<file path="src/rtl/sio_pkg.sv">
`timescale 1ns/1ps
package sio_pkg;
  localparam int DATA_W = 8;
  localparam int DIV_W  = 8;
  localparam int PRE_W  = 2;   // slow count source divides by 2**PRE_W

  localparam logic [1:0] LOC_DATA = 2'd0;
  localparam logic [1:0] LOC_STAT = 2'd1;
  localparam logic [1:0] LOC_CTRL = 2'd2;
  localparam logic [1:0] LOC_DIV  = 2'd3;

  // control location, bit4 down to bit0
  typedef struct packed {
    logic rx_en;       // bit4
    logic ti_on_done;  // bit3
    logic pre_slow;    // bit2
    logic clk_ext;     // bit1
    logic mode_en;     // bit0
  } ctrl_t;
endpackage

</file>
<file path="src/rtl/sio_baud_gen.sv">
`timescale 1ns/1ps
module sio_baud_gen #(
  parameter int DIV_W = 8,
  parameter int PRE_W = 2
) (
  input  logic             clk,
  input  logic             rst_n,
  input  logic             run,
  input  logic             slow,
  input  logic [DIV_W-1:0] reload,
  output logic             tick
);
  logic [PRE_W-1:0] pre_cnt;
  logic [DIV_W-1:0] div_cnt;
  logic             pre_tick;

  function automatic logic [DIV_W-1:0] wrap_inc(input logic [DIV_W-1:0] c,
                                                input logic [DIV_W-1:0] lim);
    return (c >= lim) ? '0 : c + 1'b1;
  endfunction

  assign pre_tick = slow ? (&pre_cnt) : 1'b1;
  assign tick     = run && pre_tick && (div_cnt >= reload);

  always_ff @(posedge clk or negedge rst_n) begin
    if (!rst_n) begin
      pre_cnt <= '0;
      div_cnt <= '0;
    end else if (!run) begin
      pre_cnt <= '0;
      div_cnt <= '0;
    end else begin
      pre_cnt <= pre_cnt + 1'b1;
      if (pre_tick) div_cnt <= wrap_inc(div_cnt, reload);
    end
  end

  // back-to-back ticks only at the fastest setting
  a_r3_tick_spacing: assert property (@(posedge clk) disable iff (!rst_n)
    tick && $past(tick) && $past(run) && $stable(reload) && $stable(slow)
      |-> (reload == '0) && !slow);
endmodule

</file>
<file path="src/rtl/sio_clk_sel.sv">
`timescale 1ns/1ps
module sio_clk_sel #(
  parameter int SYNC_N = 2
) (
  input  logic clk,
  input  logic rst_n,
  input  logic run,
  input  logic use_ext,
  input  logic tick,
  input  logic sclk_i,
  output logic sclk_o,
  output logic fall_ev,
  output logic rise_ev
);
  logic [SYNC_N-1:0] sync_q;
  logic              ext_prev;
  logic              sclk_q;
  logic              ext_now, ext_fall, ext_rise, int_fall, int_rise;

  assign ext_now = sync_q[SYNC_N-1];

  always_ff @(posedge clk or negedge rst_n) begin
    if (!rst_n) begin
      sync_q   <= '1;
      ext_prev <= 1'b1;
      sclk_q   <= 1'b1;
    end else begin
      sync_q   <= {sync_q[SYNC_N-2:0], sclk_i};
      ext_prev <= ext_now;
      if (!run || use_ext) sclk_q <= 1'b1;
      else if (tick)       sclk_q <= ~sclk_q;
    end
  end

  assign ext_fall = ext_prev & ~ext_now;
  assign ext_rise = ~ext_prev & ext_now;
  assign int_fall = tick & sclk_q;
  assign int_rise = tick & ~sclk_q;

  assign fall_ev = run & (use_ext ? ext_fall : int_fall);
  assign rise_ev = run & (use_ext ? ext_rise : int_rise);
  assign sclk_o  = sclk_q;

  // internal clock stays parked while the external one is selected
  a_r6_ext_parks_sclk: assert property (@(posedge clk) disable iff (!rst_n)
    use_ext && $past(use_ext) |-> sclk_o);
endmodule

</file>
<file path="src/rtl/sio_shifter.sv">
`timescale 1ns/1ps
module sio_shifter #(
  parameter int DATA_W = 8
) (
  input  logic              clk,
  input  logic              rst_n,
  input  logic              load,
  input  logic [DATA_W-1:0] load_data,
  input  logic              fall_ev,
  input  logic              rise_ev,
  input  logic              rxd,
  output logic              txd,
  output logic              byte_done,
  output logic [DATA_W-1:0] rx_byte
);
  localparam int CNT_W = $clog2(DATA_W);

  logic [DATA_W-1:0] tx_sh, rx_sh;
  logic [CNT_W-1:0]  cnt;
  logic              txd_q;

  assign byte_done = rise_ev && (cnt == CNT_W'(DATA_W - 1));
  assign rx_byte   = {rxd, rx_sh[DATA_W-1:1]};
  assign txd       = txd_q;

  always_ff @(posedge clk or negedge rst_n) begin
    if (!rst_n) begin
      tx_sh <= '0;
      rx_sh <= '0;
      cnt   <= '0;
      txd_q <= 1'b1;
    end else begin
      if (fall_ev) txd_q <= tx_sh[0];
      if (rise_ev) begin
        rx_sh <= rx_byte;
        tx_sh <= tx_sh >> 1;
        cnt   <= byte_done ? '0 : cnt + 1'b1;
      end
      if (load) begin
        tx_sh <= load_data;
        cnt   <= '0;
      end
    end
  end

  // the data line moves only after a falling shift edge
  a_r4_txd_on_fall: assert property (@(posedge clk) disable iff (!rst_n)
    !$stable(txd) |-> $past(fall_ev));
  // bit counter restarts after each byte
  a_r4_count_restart: assert property (@(posedge clk) disable iff (!rst_n)
    byte_done |=> (cnt == '0));
endmodule

</file>
<file path="src/rtl/sync_sio.sv">
`timescale 1ns/1ps
module sync_sio
  import sio_pkg::*;
#(
  parameter int DATA_W = sio_pkg::DATA_W,
  parameter int DIV_W  = sio_pkg::DIV_W,
  parameter int PRE_W  = sio_pkg::PRE_W
) (
  input  logic              clk,
  input  logic              rst_n,
  input  logic              wr_en,
  input  logic              rd_en,
  input  logic [1:0]        addr,
  input  logic [DATA_W-1:0] wdata,
  output logic [DATA_W-1:0] rdata,
  input  logic              sclk_i,
  output logic              sclk_o,
  output logic              txd,
  input  logic              rxd,
  output logic              rdy_o,
  output logic              tx_irq,
  output logic              rx_irq
);
  ctrl_t             ctrl;
  logic [DIV_W-1:0]  reload;
  logic [DATA_W-1:0] tbuf, rbuf, rx_byte;
  logic              tbe, tsc, rbf, ovr, busy;
  logic              tbe_d, tsc_d, rbf_d;
  logic              tick, fall_ev, rise_ev, byte_done;
  logic              wr_data, wr_stat, wr_ctrl, wr_div, rd_data;
  logic              start, chain, finish, load, rx_take;

  assign wr_data = wr_en && (addr == LOC_DATA);
  assign wr_stat = wr_en && (addr == LOC_STAT);
  assign wr_ctrl = wr_en && (addr == LOC_CTRL);
  assign wr_div  = wr_en && (addr == LOC_DIV);
  assign rd_data = rd_en && (addr == LOC_DATA);

  assign start   = ctrl.mode_en && !busy && !tbe;
  assign chain   = byte_done && !tbe;
  assign finish  = byte_done && tbe;
  assign load    = start || chain;
  assign rx_take = byte_done && ctrl.rx_en;

  sio_baud_gen #(.DIV_W(DIV_W), .PRE_W(PRE_W)) u_baud (
    .clk(clk), .rst_n(rst_n), .run(busy && !ctrl.clk_ext),
    .slow(ctrl.pre_slow), .reload(reload), .tick(tick));

  sio_clk_sel #(.SYNC_N(2)) u_clk (
    .clk(clk), .rst_n(rst_n), .run(busy), .use_ext(ctrl.clk_ext),
    .tick(tick), .sclk_i(sclk_i), .sclk_o(sclk_o),
    .fall_ev(fall_ev), .rise_ev(rise_ev));

  sio_shifter #(.DATA_W(DATA_W)) u_shift (
    .clk(clk), .rst_n(rst_n), .load(load), .load_data(tbuf),
    .fall_ev(fall_ev), .rise_ev(rise_ev), .rxd(rxd), .txd(txd),
    .byte_done(byte_done), .rx_byte(rx_byte));

  always_ff @(posedge clk or negedge rst_n) begin
    if (!rst_n) begin
      ctrl   <= '0;
      reload <= '0;
      tbuf   <= '0;
      rbuf   <= '0;
      tbe    <= 1'b1;
      tsc    <= 1'b1;
      rbf    <= 1'b0;
      ovr    <= 1'b0;
      busy   <= 1'b0;
      tbe_d  <= 1'b1;
      tsc_d  <= 1'b1;
      rbf_d  <= 1'b0;
    end else begin
      tbe_d <= tbe;
      tsc_d <= tsc;
      rbf_d <= rbf;
      if (wr_ctrl) ctrl   <= ctrl_t'(wdata[4:0]);
      if (wr_div)  reload <= wdata[DIV_W-1:0];
      if (wr_data) begin
        tbuf <= wdata;
        tbe  <= 1'b0;
      end else if (load) begin
        tbe  <= 1'b1;
      end
      if (start) begin
        busy <= 1'b1;
        tsc  <= 1'b0;
      end else if (finish) begin
        busy <= 1'b0;
        tsc  <= 1'b1;
      end
      if (rx_take) begin
        rbuf <= rx_byte;
        rbf  <= 1'b1;
      end else if (rd_data) begin
        rbf  <= 1'b0;
      end
      if (rx_take && rbf) ovr <= 1'b1;
      else if (wr_stat)   ovr <= 1'b0;
    end
  end

  always_comb begin
    case (addr)
      LOC_DATA: rdata = rbuf;
      LOC_STAT: rdata = DATA_W'({ovr, rbf, tsc, tbe});
      LOC_CTRL: rdata = DATA_W'(ctrl);
      default:  rdata = DATA_W'(reload);
    endcase
  end

  assign rdy_o  = ctrl.mode_en & ctrl.rx_en & ~rbf;
  assign tx_irq = ctrl.ti_on_done ? (tsc & ~tsc_d) : (tbe & ~tbe_d);
  assign rx_irq = rbf & ~rbf_d;

  // shift clock rests high outside a transfer
  a_r3_sclk_idle_high: assert property (@(posedge clk) disable iff (!rst_n)
    !busy |-> sclk_o);
  // shift-complete flag stays low for the whole chained run
  a_r7_tsc_low_while_busy: assert property (@(posedge clk) disable iff (!rst_n)
    busy |-> !tsc);
  // transmit interrupt is a single-cycle pulse
  a_r8_tx_irq_pulse: assert property (@(posedge clk) disable iff (!rst_n)
    tx_irq |=> !tx_irq);
  // receive interrupt follows a completed byte
  a_r9_rx_irq_after_byte: assert property (@(posedge clk) disable iff (!rst_n)
    rx_irq |-> $past(byte_done));
  // overrun only when a byte lands on a full buffer
  a_r10_ovr_needs_full: assert property (@(posedge clk) disable iff (!rst_n)
    $rose(ovr) |-> $past(rbf) && $past(byte_done));
  // ready drops once a received byte is taken
  a_r11_rdy_drops: assert property (@(posedge clk) disable iff (!rst_n)
    rx_take |=> !rdy_o);
endmodule

</file>
<file path="config.mk">
export PLATFORM = sky130hd
export DESIGN_NAME = sync_sio
export DESIGN_NICKNAME = d
export VERILOG_FILES = /design/src/rtl/sio_pkg.sv /design/src/rtl/sio_baud_gen.sv /design/src/rtl/sio_clk_sel.sv /design/src/rtl/sio_shifter.sv /design/src/rtl/sync_sio.sv
export SDC_FILE = /design/constraint.sdc
export NUM_CORES = 1
export LEC_CHECK = 0
export ABC_CLOCK_PERIOD_IN_PS = 4550
export BUFFER_PORTS_ARGS = -buffer_cell sky130_fd_sc_hd__clkbuf_2
export CAP_MARGIN = 20
export CORE_ASPECT_RATIO = 1.2
export CORE_MARGIN = 1
export CORE_UTILIZATION = 45
export CTS_CLUSTER_SIZE = 14
export DETAILED_ROUTE_END_ITERATION = 6
export PLACE_DENSITY = 0.65
export SLEW_MARGIN = 20
export SYNTH_ARGS = -nofsm -noshare
export SYNTH_HDL_FRONTEND = slang
export SYNTH_SLANG_ARGS = --single-unit
export TNS_END_PERCENT = 50
</file>
<file path="constraint.sdc">
create_clock -name clk -period 4.55 [get_ports clk]
set_input_delay 0.2275 -clock clk [delete_from_list [all_inputs] [get_ports clk]]
set_output_delay 0.2275 -clock clk [all_outputs]
set_load 0.05 [all_outputs]
</file>
# After elaboration in Yosys (flattened, before gate mapping)
# Cells that the tools add are included.
dict set report totals {
  register_bits 71
}
dict set report op_classes {
  add_sub_neg 3
  magnitude_cmp 1
  n_eq_ne 5
  muxes 26
  n_bitwise 18
  reduce_logical 28
}
# cell count
set ops {}
lappend ops {{$mux 8} 5}
lappend ops {{$pmux 8 s3} 1}
lappend ops {{$mux 1} 16}
lappend ops {{$logic_and 1x1->1} 15}
lappend ops {{$reduce_bool 2->1} 6}
lappend ops {{$and 1x1->1} 11}
lappend ops {{$mux 3} 3}
lappend ops {{$add 8x1->8 const B} 1}
lappend ops {{$ge 8x8->1} 1}
lappend ops {{$not 1->1} 7}
lappend ops {{$eq 2x2->1 const B} 2}
lappend ops {{$add 3x1->3 const B} 1}
lappend ops {{$eq 3x3->1 const B} 1}
lappend ops {{$logic_not 1->1} 3}
lappend ops {{$add 2x1->2 const B} 1}
lappend ops {{$eq 2x1->1 const B} 1}
lappend ops {{$logic_not 2->1} 1}
lappend ops {{$logic_or 1x1->1} 2}
lappend ops {{$mux 2} 1}
lappend ops {{$ne 2x2->1 const B} 1}
lappend ops {{$reduce_and 2->1} 1}

# Depth between registers and ports, before layout
# Gate-level depths: netlist of the first run.
dict set report logic_depth {
  depth_word 12
  depth_mapped 9
  mapped_depth_nobuf 8
}

# By module
# A second synthesis of the first run with hierarchy kept.
dict set report unflattened {
  hier_cells 256
  area_unflattened_um2 3306.9
}
# module n_inst cells_each area_each_um2 seq_area_each_um2
set modules_own_cells {}
lappend modules_own_cells {sync_sio 1 102 1587.8 930.9}
lappend modules_own_cells {sio_shifter 1 66 827.0 476.7}
lappend modules_own_cells {sio_baud_gen 1 75 721.9 250.2}
lappend modules_own_cells {sio_clk_sel 1 13 170.2 105.1}

# Least setup slack after synthesis of the first run
# No wires, ideal clock.
dict set report synth_path {
  path_kind {register to register}
  startpoint {register u_baud.div_cnt[5]}
  endpoint {register u_shift.tx_sh[0]}
  setup_ps 125
  t_arrival_ps 1991
  required_ps 4425
  slack_ps 2434
  stages_incl_launch_ff 8
  synth_period_minus_slack_ps 2116
  path_cell_list {dfrtp_1 -> ha_1 -> a21oi_1 -> o21ai_2 -> inv_2 -> a21o_1 -> o21ai_4 -> mux2_2}
}
dict set report synth_between {
  elab_chain_cells 9
  word_cells_on_any_way 10
  classes_between {order compare (1); mux (2); bitwise (2); reduce/logical (5)}
}
# item line_no
set synth_lines {}
lappend synth_lines {{start, declared} sio_baud_gen.sv:14} ;# logic [DIV_W-1:0] div_cnt;
lappend synth_lines {{start signal, assigned} sio_baud_gen.sv:34} ;# if (pre_tick) div_cnt <= wrap_inc(div_cnt, reload);
lappend synth_lines {{$ge 8x8->1 *} sio_baud_gen.sv:23} ;# assign tick = run && pre_tick && (div_cnt >= reload);
lappend synth_lines {{$logic_and 1x1->1 *} sio_baud_gen.sv:23}
lappend synth_lines {{$and 1x1->1 *} sio_clk_sel.sv:38} ;# assign int_rise = tick & ~sclk_q;
lappend synth_lines {{$mux 1 *} sio_clk_sel.sv:41} ;# assign rise_ev = run & (use_ext ? ext_rise : int_rise);
lappend synth_lines {{$and 1x1->1 *} sio_clk_sel.sv:41}
lappend synth_lines {{$logic_and 1x1->1} sio_shifter.sv:22} ;# assign byte_done = rise_ev && (cnt == CNT_W'(DATA_W - 1));
lappend synth_lines {{$logic_and 1x1->1} sync_sio.sv:40} ;# assign chain = byte_done && !tbe;
lappend synth_lines {{$logic_or 1x1->1} sync_sio.sv:42} ;# assign load = start || chain;
lappend synth_lines {{$mux 8 / $reduce_bool 2->1 (equally long branches)} --}
lappend synth_lines {{end signal, assigned} sio_shifter.sv:36} ;# tx_sh <= tx_sh >> 1;
lappend synth_lines {{end signal, assigned} sio_shifter.sv:40} ;# tx_sh <= load_data;
lappend synth_lines {{end, declared} sio_shifter.sv:18} ;# logic [DATA_W-1:0] tx_sh, rx_sh;
# Every way passes the cells marked *; elsewhere a longest branch is shown, timed or not.
# A chain may end at the register's enable or synchronous reset.

# Worst setup path in the final report of the first run
dict set report layout_path {
  startpoint {register u_baud.div_cnt[2]}
  endpoint {register u_shift.rx_sh[6]}
}
dict set report layout_between {
  elab_chain_cells 5
}
# item line_no
set layout_lines {}
lappend layout_lines {{$ge 8x8->1} sio_baud_gen.sv:23}
lappend layout_lines {{$logic_and 1x1->1} sio_baud_gen.sv:23}
lappend layout_lines {{$and 1x1->1} sio_clk_sel.sv:38}
lappend layout_lines {{$mux 1} sio_clk_sel.sv:41}
lappend layout_lines {{$and 1x1->1} sio_clk_sel.sv:41}
lappend layout_lines {{end signal, assigned} sio_shifter.sv:35} ;# rx_sh <= rx_byte;
lappend layout_lines {{end, declared} sio_shifter.sv:18}
# Every way passes these cells.

==> run metrics, run 1 <==
status finished, final reports clean; top cells by area, synth dfrtp_1, mux2_2, dfstp_2, ha_1, mux4_2; Gates resized, CTS repair 0; post-synth cell types 49; final setup TNS 0 ns; drt pass-1 iters 5; Tmin final 2.64 ns; Clock Tree Buf Depth 2; final cycle utilization of the critical path 58.1%; YS warnings 0; sequential share of the synthesized area 49.5%; worst setup path category flop to flop; Hold WC Path Type primary input to flop; maxcap violations 0; Fin. Hold Viols 0; layout cells sized above 1 32.9%; highest clock rate 378 MHz; # nets final 363; FF+latch count, synth 70; area post-placement 3770 um2; Initial DRC Count 104; Least-Margin Pin Slew 0.942 ns; chip width 83.2 um; WP data required 4.78 ns; CTS tree built; Main synth FF type dfrtp_1; Slew headroom 36.8%; Starting Density 46.5%; CP Data Arrival Time 2.87 ns; max-slew violations 0; largest net degree at the start of global routing 38; Final HPWL DP 5.48 mm; Layout Skew 0.00938 ns; Reg clk slew, reported paths 0.07 ns; Placeable Area 7660 um2; asr flop ratio synth 100%; cell area after layout 4010 um2; initial antenna violation count 0; commonest non-fill, non-tap cell in the layout dfrtp_1; Post-Synth XOR/XNOR Area 0.492%; Layout area overhead 12.5%; worst skew pair latency 0.34 ns; count of final setup violators 0; Worst Setup End Kind flop; Slowest Stage Delay on Critical Path 0.74 ns; simple-gate share of the synthesized area 9.94%; fin cells 432; CTS Root Buffer Type clkbuf_8; synthesized area per cell 11.8 um2; CP max FO 11; CP cell instances ha_1, a31oi_1, nor2b_1, o21ai_2, a21oi_4, o21ai_1, mux2_2; synthesized area 3560 um2; std cell rows 35; post-synthesis compound-gate area fraction 15.3%; PwrDens 540 nW/um2; Synth Instances 303; RSZ-0062 raised after global routing no; area share of the largest cell type after synthesis 42.8%; Placed Cells 414; Fin Hold WS 0.135 ns; htree depth 3; Worst VDD drop 0.275 mV; Synth area leader dfrtp_1; mux share of post-synthesis cell area 17.0%; Final Util 52.3%; GRT Overall Usage 20.0%; Vias/cell 5.67; most frequent cells in the layout dfrtp_1, mux2_2, clkbuf_2; DRT antenna net count 0; main combinational cell family by area after synthesis multiplexers; Clock Sinks 70; RD Place Congestion 0.874; number of global-route vias before repair 2559; first-pass GRT wire length 12.7 mm; via count 2449; Inserted Clock Buffers 9; number of flops mapped to enable cells by yosys 0; Routed wire per std cell 17.4 um; P_leak 1.77 nW; syn nets 331; Total Wirelength 7.53 mm; die area 8280 um2; IO buf count 28; CP Launch Type flop; DRC Markers 0; Die Ht 99.5 um; Post-CTS Setup Inserts 0; total congestion overflow 0; I/O pin total 29; CP max stage cell o21ai_1; number of diodes 0; Synth Area in Adders 4.21%
## layout make-up
class	instances	area, um2
Timing Repair Buffer	31	168
Inverter	20	75.1
Multi-Input combinational cell	203	1670
Tap cell	92	115
Sequential cell	70	1760
Fill cell	666	3650
Clock inverter	4	70.1
Clock buffer	12	145
## routing by layer
metal	track usage [%]	up-vias	wire length, um
li1	-	1175	-
met1	24.9	1217	3310
met2	34.0	51	3850
met3	3.73	6	275
met4	9.15	0	82
met5	0	-	0
## Yosys cell counts, types with 8 or more instances
cell type and instances:
a21oi_1 8, dfrtp_1 61, dfstp_2 9, ha_1 12
inv_1 19, mux2_2 45, nand2_1 19, nand3_1 8
nor2_1 10, o21ai_0 12
## where the power goes
part	switching [mW]	leakage [nW]	internal [mW]	total, mW
sequential	0.156	0.838	0.818	0.975
clock	0.222	0.110	0.322	0.544
combinational	0.360	0.822	0.287	0.647
## registers in the layout, summed over array words and instances, names as in the netlist, 2 cells and up
name / cells
reload: 8
u_clk.sync_q: 2
rbuf: 8
u_shift.tx_sh: 8
u_shift.rx_sh: 7
u_baud.pre_cnt: 2
u_baud.div_cnt: 8
tbuf: 8
u_shift.cnt: 3
ctrl: 5
## per-stage QoR
stage	worst slack, ns	total power, mW
floorplan	2.43	1.46
finish	1.91	2.17
detailed placement	1.90	1.63
global route	1.70	2.31
global placement	1.94	1.60
CTS	1.89	2.18
## worst paths after layout
| check | cells after the start | startpoint | slack, ns | end |
|---|---|---|---|---|
| worst max register to register | 7 | u_baud.div_cnt[2]$_DFFE_PN0P_ | 1.91 | u_shift.rx_sh[6]$_DFFE_PN0P_ |
| worst max-delay path | 7 | u_baud.div_cnt[2]$_DFFE_PN0P_ | 1.91 | u_shift.rx_sh[6]$_DFFE_PN0P_ |
| min in group asynchronous | 2 | rst_n | 0.51 | ctrl[1]$_DFFE_PN0P_ |
| max in group asynchronous | 3 | rst_n | 3.06 | tsc_d$_DFF_PN1_ |
| worst min-delay path | 4 | rd_en | 0.13 | rbf$_DFFE_PN0P_ |
| worst min register to register | 0 | u_clk.sync_q[0]$_DFF_PN1_ | 0.36 | u_clk.sync_q[1]$_DFF_PN1_ |
## critical path, delay by kind of cell (launching register included)
family | cells | cell delay (ns)
flops | 1 | 0.43
mux | 1 | 0.42
fa+ha+maj | 1 | 0.31
compound gates | 4 | 1.28
simple gates | 1 | 0.09
## kinds of logic (layout without fill, tap and decap cells)
group / after synthesis / after routing
compound gates: 71 / 71
buf+inv: 30 / 67
xor+xnor: 2 / 2
fa+ha+maj: 12 / 12
flops: 70 / 70
simple gates: 68 / 68
mux: 50 / 50
## timing repair
item                       CTS  global route
hold buffers                 2             0
hold endpoints to repair    27             0
setup endpoints to repair    0             0
No activity file was read; power rests on OpenSTA's default activity.
==> run 2: changes to the inputs <==
--- a/config.mk
+++ b/config.mk
@@ -5,7 +5,8 @@
 export SDC_FILE = /design/constraint.sdc
 export NUM_CORES = 1
 export LEC_CHECK = 0
-export ABC_CLOCK_PERIOD_IN_PS = 4550
+export ABC_AREA = 1
+export ABC_CLOCK_PERIOD_IN_PS = 2400
 export BUFFER_PORTS_ARGS = -buffer_cell sky130_fd_sc_hd__clkbuf_2
 export CAP_MARGIN = 20
 export CORE_ASPECT_RATIO = 1.2
@@ -13,7 +14,7 @@
 export CORE_UTILIZATION = 45
 export CTS_CLUSTER_SIZE = 14
 export DETAILED_ROUTE_END_ITERATION = 6
-export PLACE_DENSITY = 0.65
+export PLACE_DENSITY = 0.67
 export SLEW_MARGIN = 20
 export SYNTH_ARGS = -nofsm -noshare
 export SYNTH_HDL_FRONTEND = slang
==> constraint.sdc (replaced) <==
create_clock -name clk -period 2.4 [get_ports clk]
set_input_delay 0.12 -clock clk [delete_from_list [all_inputs] [get_ports clk]]
set_output_delay 0.12 -clock clk [all_outputs]
set_load 0.05 [all_outputs]
==> run metrics, run 2 <==
drt pass-1 iters 4; Layout area overhead 13.6%; synthesized area per cell 8.71 um2; sequential share of the synthesized area 51.3%; min setup slack post-route 0.246 ns; worst setup path category flop to flop; number of flops mapped to enable cells by yosys 0; most frequent cells in the layout nand2_1, dfrtp_1, inv_1; Synth Instances 395; syn nets 423; status finished, final reports clean; PwrDens 920 nW/um2; Vias/cell 5.08; Initial DRC Count 177; largest net degree at the start of global routing 43; Total Wirelength 7.19 mm; CP max stage cell dfrtp_1; Inserted Clock Buffers 9; total congestion overflow 0; std cell rows 34; max-slew violations 0; P_leak 1.99 nW; CTS Root Buffer Type clkbuf_8; Clock Sinks 70; number of diodes 0; Multi-input gate area 1400 um2; highest clock rate 464 MHz; fillcell total 722; Placed Cells 508; Fin. Hold Viols 0; Final HPWL DP 5.38 mm; CP cell instances inv_1, ha_1, a21oi_1, o21a_1, nand2_2, nand3_4, nand2_8, nand2_2, inv_1, o2111ai_1, nand2_1; FF/Latch Area 1760 um2; CTS tree built; most common cell in the synthesized netlist nand2_1; Tot Pwr 3.60 mW; Least-Margin Pin Slew 0.685 ns; top cells by area, synth dfrtp_1, nand2_1, dfstp_2, inv_1, o21ai_0; asr flop ratio synth 100%; FF+latch count, synth 70; IO buf count 28; Post-synth top cells nand2_1, dfrtp_1, inv_1, o21ai_0, nand3_1; area post-placement 3690 um2; layout cells sized above 1 17.4%; WP data required 2.63 ns; CP max FO 26; Die Ht 97.8 um; chip width 81.8 um; cell area after layout 3910 um2; Hold WC Path Type primary input to flop; Synth area leader dfrtp_1; r2r setup slk 0.25 ns; count of final setup violators 0; Slew headroom 54.3%; number of global-route vias before repair 2588; post-synth cell types 36; Placeable Area 7320 um2; DRC Markers 0; commonest non-fill, non-tap cell in the layout nand2_1; YS warnings 0; worst skew pair latency 0.35 ns; htree depth 3; first-pass GRT wire length 12.3 mm; CP Data Arrival Time 2.38 ns; via count 2675; Starting Density 47.0%; Reg clk slew, reported paths 0.08 ns; Layout Skew 0.00966 ns; Main synth FF type dfrtp_1; Worst VDD drop 0.422 mV; CP Launch Type flop; GRT Overall Usage 20.4%; final cycle utilization of the critical path 89.7%; Worst Setup End Kind flop; RD Place Congestion 0.792; DRT antenna net count 0; Post-CTS Setup Inserts 0; Slowest Stage Delay on Critical Path 0.35 ns; Clock Tree Buf Depth 2; # nets final 460; maxcap violations 0; area share of the largest cell type after synthesis 44.4%; Routed wire per std cell 13.6 um; RSZ-0062 raised after global routing no; initial antenna violation count 0; die area 8000 um2; final setup TNS 0 ns; synthesized area 3440 um2; dpl ws 0.273 ns; Tmin final 2.15 ns; I/O pin total 29; fin cells 527
==> run 2: logic make-up after synthesis <==
group	share of synthesized area (%)
AOI/OAI and AO/OA	12.2
xor gates and xnor gates	1.27
adders and majority gates	4.37
buffers and inverters	8.00
DFF	51.3
and+or+nand+nor	22.9
==> run 2: final timing paths <==
| path | start | end | depth (start not counted) |
|---|---|---|---|
| worst max-delay path | reload[7]$_DFFE_PN0P_ | u_shift.cnt[0]$_DFFE_PN0P_ | 11 |
| worst min-delay path | rxd | rbuf[7]$_DFFE_PN0P_ | 3 |
| worst max register to register | reload[7]$_DFFE_PN0P_ | u_shift.cnt[0]$_DFFE_PN0P_ | 11 |
| worst min register to register | u_clk.sync_q[0]$_DFF_PN1_ | u_clk.sync_q[1]$_DFF_PN1_ | 0 |
| max in group asynchronous | rst_n | u_shift.txd$_DFFE_PN1P_ | 3 |
| min in group asynchronous | rst_n | rbf$_DFFE_PN0P_ | 2 |
==> run 2: layout make-up <==
cell class / instances / area share [%]
clock buffer: 12 / 3.71
clock inverter: 4 / 1.22
inverter: 62 / 5.99
multi-input combinational: 255 / 35.9
sequential: 70 / 45.1
tap: 90 / 2.88
timing repair buffer: 34 / 5.25
==> run 2: layer usage <==
metal  vias to the layer above  wire [um]  GRT usage, %
met1                      1268       3340          27.8
met3                         9        296          3.36
met2                        41       3440          32.2
met4                         0        105          8.10
met5                         -          0             0
li1                       1357          -             -
==> run 2: report_power, final <==
group | total (mW) | switching (mW) | internal, mW
clock network | 0.943 | 0.437 | 0.506
logic | 0.993 | 0.667 | 0.326
registers | 1.66 | 0.182 | 1.48
total | 3.60 | 1.29 | 2.31
==> run 2: stage by stage <==
step,util (%),hold WS [ns]
5_1_grt,53.4,0.0529
4_1_cts,53.4,0.0409
3_5_place_dp,50.4,0.196
2_1_floorplan,-,-0.176
6_report,53.4,0.0620
3_3_place_gp,50.4,0.186
==> run 2: critical path: cells and delay by family, from the launching register on <==
family / cells / cell delay, ns
compound gates: 3 / 0.47
simple gates: 5 / 0.71
buf+inv: 2 / 0.20
flops: 1 / 0.35
fa+ha+maj: 1 / 0.30
==> run 2: what timing repair did <==
action | 4_1_cts | 5_1_grt
hold endpoints to repair | 29 | 0
hold buffers | 3 | 0
resized for setup | 0 | 0
==> run 3: changes to the inputs <==
--- a/config.mk
+++ b/config.mk
@@ -6,7 +6,7 @@
 export NUM_CORES = 1
 export LEC_CHECK = 0
 export ABC_AREA = 1
-export ABC_CLOCK_PERIOD_IN_PS = 2400
+export ABC_CLOCK_PERIOD_IN_PS = 1900
 export BUFFER_PORTS_ARGS = -buffer_cell sky130_fd_sc_hd__clkbuf_2
 export CAP_MARGIN = 20
 export CORE_ASPECT_RATIO = 1.2
==> constraint.sdc (replaced) <==
create_clock -name clk -period 1.9 [get_ports clk]
set_input_delay 0.095 -clock clk [delete_from_list [all_inputs] [get_ports clk]]
set_output_delay 0.095 -clock clk [all_outputs]
set_load 0.05 [all_outputs]
==> run metrics, run 3 (synthesized netlist as in run 2, its figures left out) <==
Final HPWL DP 5.50 mm; final setup TNS -0.0469 ns; Inserted Clock Buffers 9; dpl ws -0.0990 ns; final cycle utilization of the critical path 101%; WP data required 2.14 ns; Die Ht 97.8 um; DRT antenna net count 0; Tot Pwr 5.05 mW; DRC Markers 0; I/O pin total 29; via count 2841; count of final setup violators 5; CP Launch Type flop; RSZ-0062 raised after global routing yes; Layout area overhead 26.6%; Vias/cell 5.09; status finished, violations left; htree depth 3; Fin. Hold Viols 0; std cell rows 34; commonest non-fill, non-tap cell in the layout nand2_1; Initial DRC Count 161; GRT Overall Usage 21.4%; Fin Hold WS 0.0397 ns; Routed wire per std cell 14.0 um; # nets final 491; Reg clk slew, reported paths 0.08 ns; CP Data Arrival Time 2.16 ns; first-pass GRT wire length 12.9 mm; CP max FO 9; Worst Setup End Kind flop; failing checks setup timing; total congestion overflow 0; layout cells sized above 1 28.6%; number of global-route vias before repair 2793; CTS Root Buffer Type clkbuf_8; cell area after layout 4360 um2; Clock Tree Buf Depth 2; worst setup path category flop to flop; initial antenna violation count 0; highest clock rate 522 MHz; drt pass-1 iters 5; Final Util 59.5%; Starting Density 47.0%; Total Wirelength 7.83 mm; Clock Sinks 70; Placeable Area 7320 um2; fin cells 558; PwrDens 1160 nW/um2; fillcell total 655; most frequent cells in the layout nand2_1, dfrtp_1, inv_1; Least-Margin Pin Slew 0.552 ns; number of diodes 0; Hold WC Path Type primary input to flop; Tmin final 1.92 ns; area post-placement 3870 um2; Worst VDD drop 0.509 mV; max-slew violations 0; chip width 81.8 um; largest net degree at the start of global routing 71; die area 8000 um2; Layout Skew 0.0112 ns; RD Place Congestion 0.808; maxcap violations 0; worst skew pair latency 0.35 ns; IO buf count 28; Placed Cells 528; min setup slack post-route -0.0170 ns; CTS tree built; Slew headroom 63.2%; P_leak 2.19 nW
==> run 3: cell count changes in the layout (fill, tap and decap cells not counted), moves of 5 or more <==
cell / before / now
nand2_2: 3 / 12
buf_4: 2 / 26
inv_1: 59 / 54
inv_2: 1 / 6
nand2_1: 102 / 90
==> run 3: report_power, final <==
| part | internal, mW | switching [mW] | total [mW] |
|---|---|---|---|
| combinational | 0.630 | 0.962 | 1.59 |
| clock | 0.743 | 0.598 | 1.34 |
| sequential | 1.87 | 0.253 | 2.12 |
==> run 3: per-layer routing <==
| layer | global-route usage [%] | wire (um) | vias up |
|---|---|---|---|
| met1 | 27.0 | 3370 | 1348 |
| met5 | 0 | 0 | - |
| li1 | - | - | 1422 |
| met3 | 5.79 | 343 | 13 |
| met4 | 7.83 | 166 | 0 |
| met2 | 34.5 | 3950 | 58 |
==> run 3: cell type report <==
type,count,area [um2],area share [%]
Clock buffer,9,124,2.84
Clock inverter,7,98.8,2.27
Inverter,62,240,5.52
Multi-Input combinational cell,258,1570,36.1
Sequential cell,70,1760,40.5
Tap cell,90,113,2.59
Timing Repair Buffer,62,447,10.3
==> run 3: what timing repair did <==
| action | CTS | global route |
|---|---|---|
| endpoints found under the hold margin | 64 | 0 |
| buffers inserted | 2 | 5 |
| hold buffers | 4 | 0 |
| gates resized for setup | 7 | 31 |
| cloned | 2 | 1 |
| pin swaps | 2 | 11 |
| endpoints found under the setup margin | 28 | 32 |
==> run 3: critical path, stage by stage (launching register included) <==
cell	delay, ns
dfrtp_1	0.37
inv_1	0.07
ha_1	0.31
a21oi_1	0.16
o21a_1	0.20
nand2_4	0.08
nand3_4	0.09
nand2_8	0.07
buf_12	0.15
nand4_4	0.11
nand3_1	0.09
nand2_1	0.08
nand2_1	0.05
==> run 3: worst paths after layout <==
kind / startpoint / cells after the start / slack [ns] / to
worst min-delay path: wdata[2] / 3 / 0.04 / tbuf[2]$_DFFE_PN0P_
min in group asynchronous: rst_n / 3 / 0.28 / u_shift.rx_sh[6]$_DFFE_PN0P_
max in group asynchronous: rst_n / 3 / 1.28 / tbe_d$_DFF_PN1_
worst min register to register: tsc$_DFFE_PN1P_ / 0 / 0.35 / tsc_d$_DFF_PN1_
worst max-delay path: reload[5]$_DFFE_PN0P_ / 12 / -0.02 / u_shift.tx_sh[2]$_DFFE_PN0P_
worst max register to register: reload[5]$_DFFE_PN0P_ / 12 / -0.02 / u_shift.tx_sh[2]$_DFFE_PN0P_
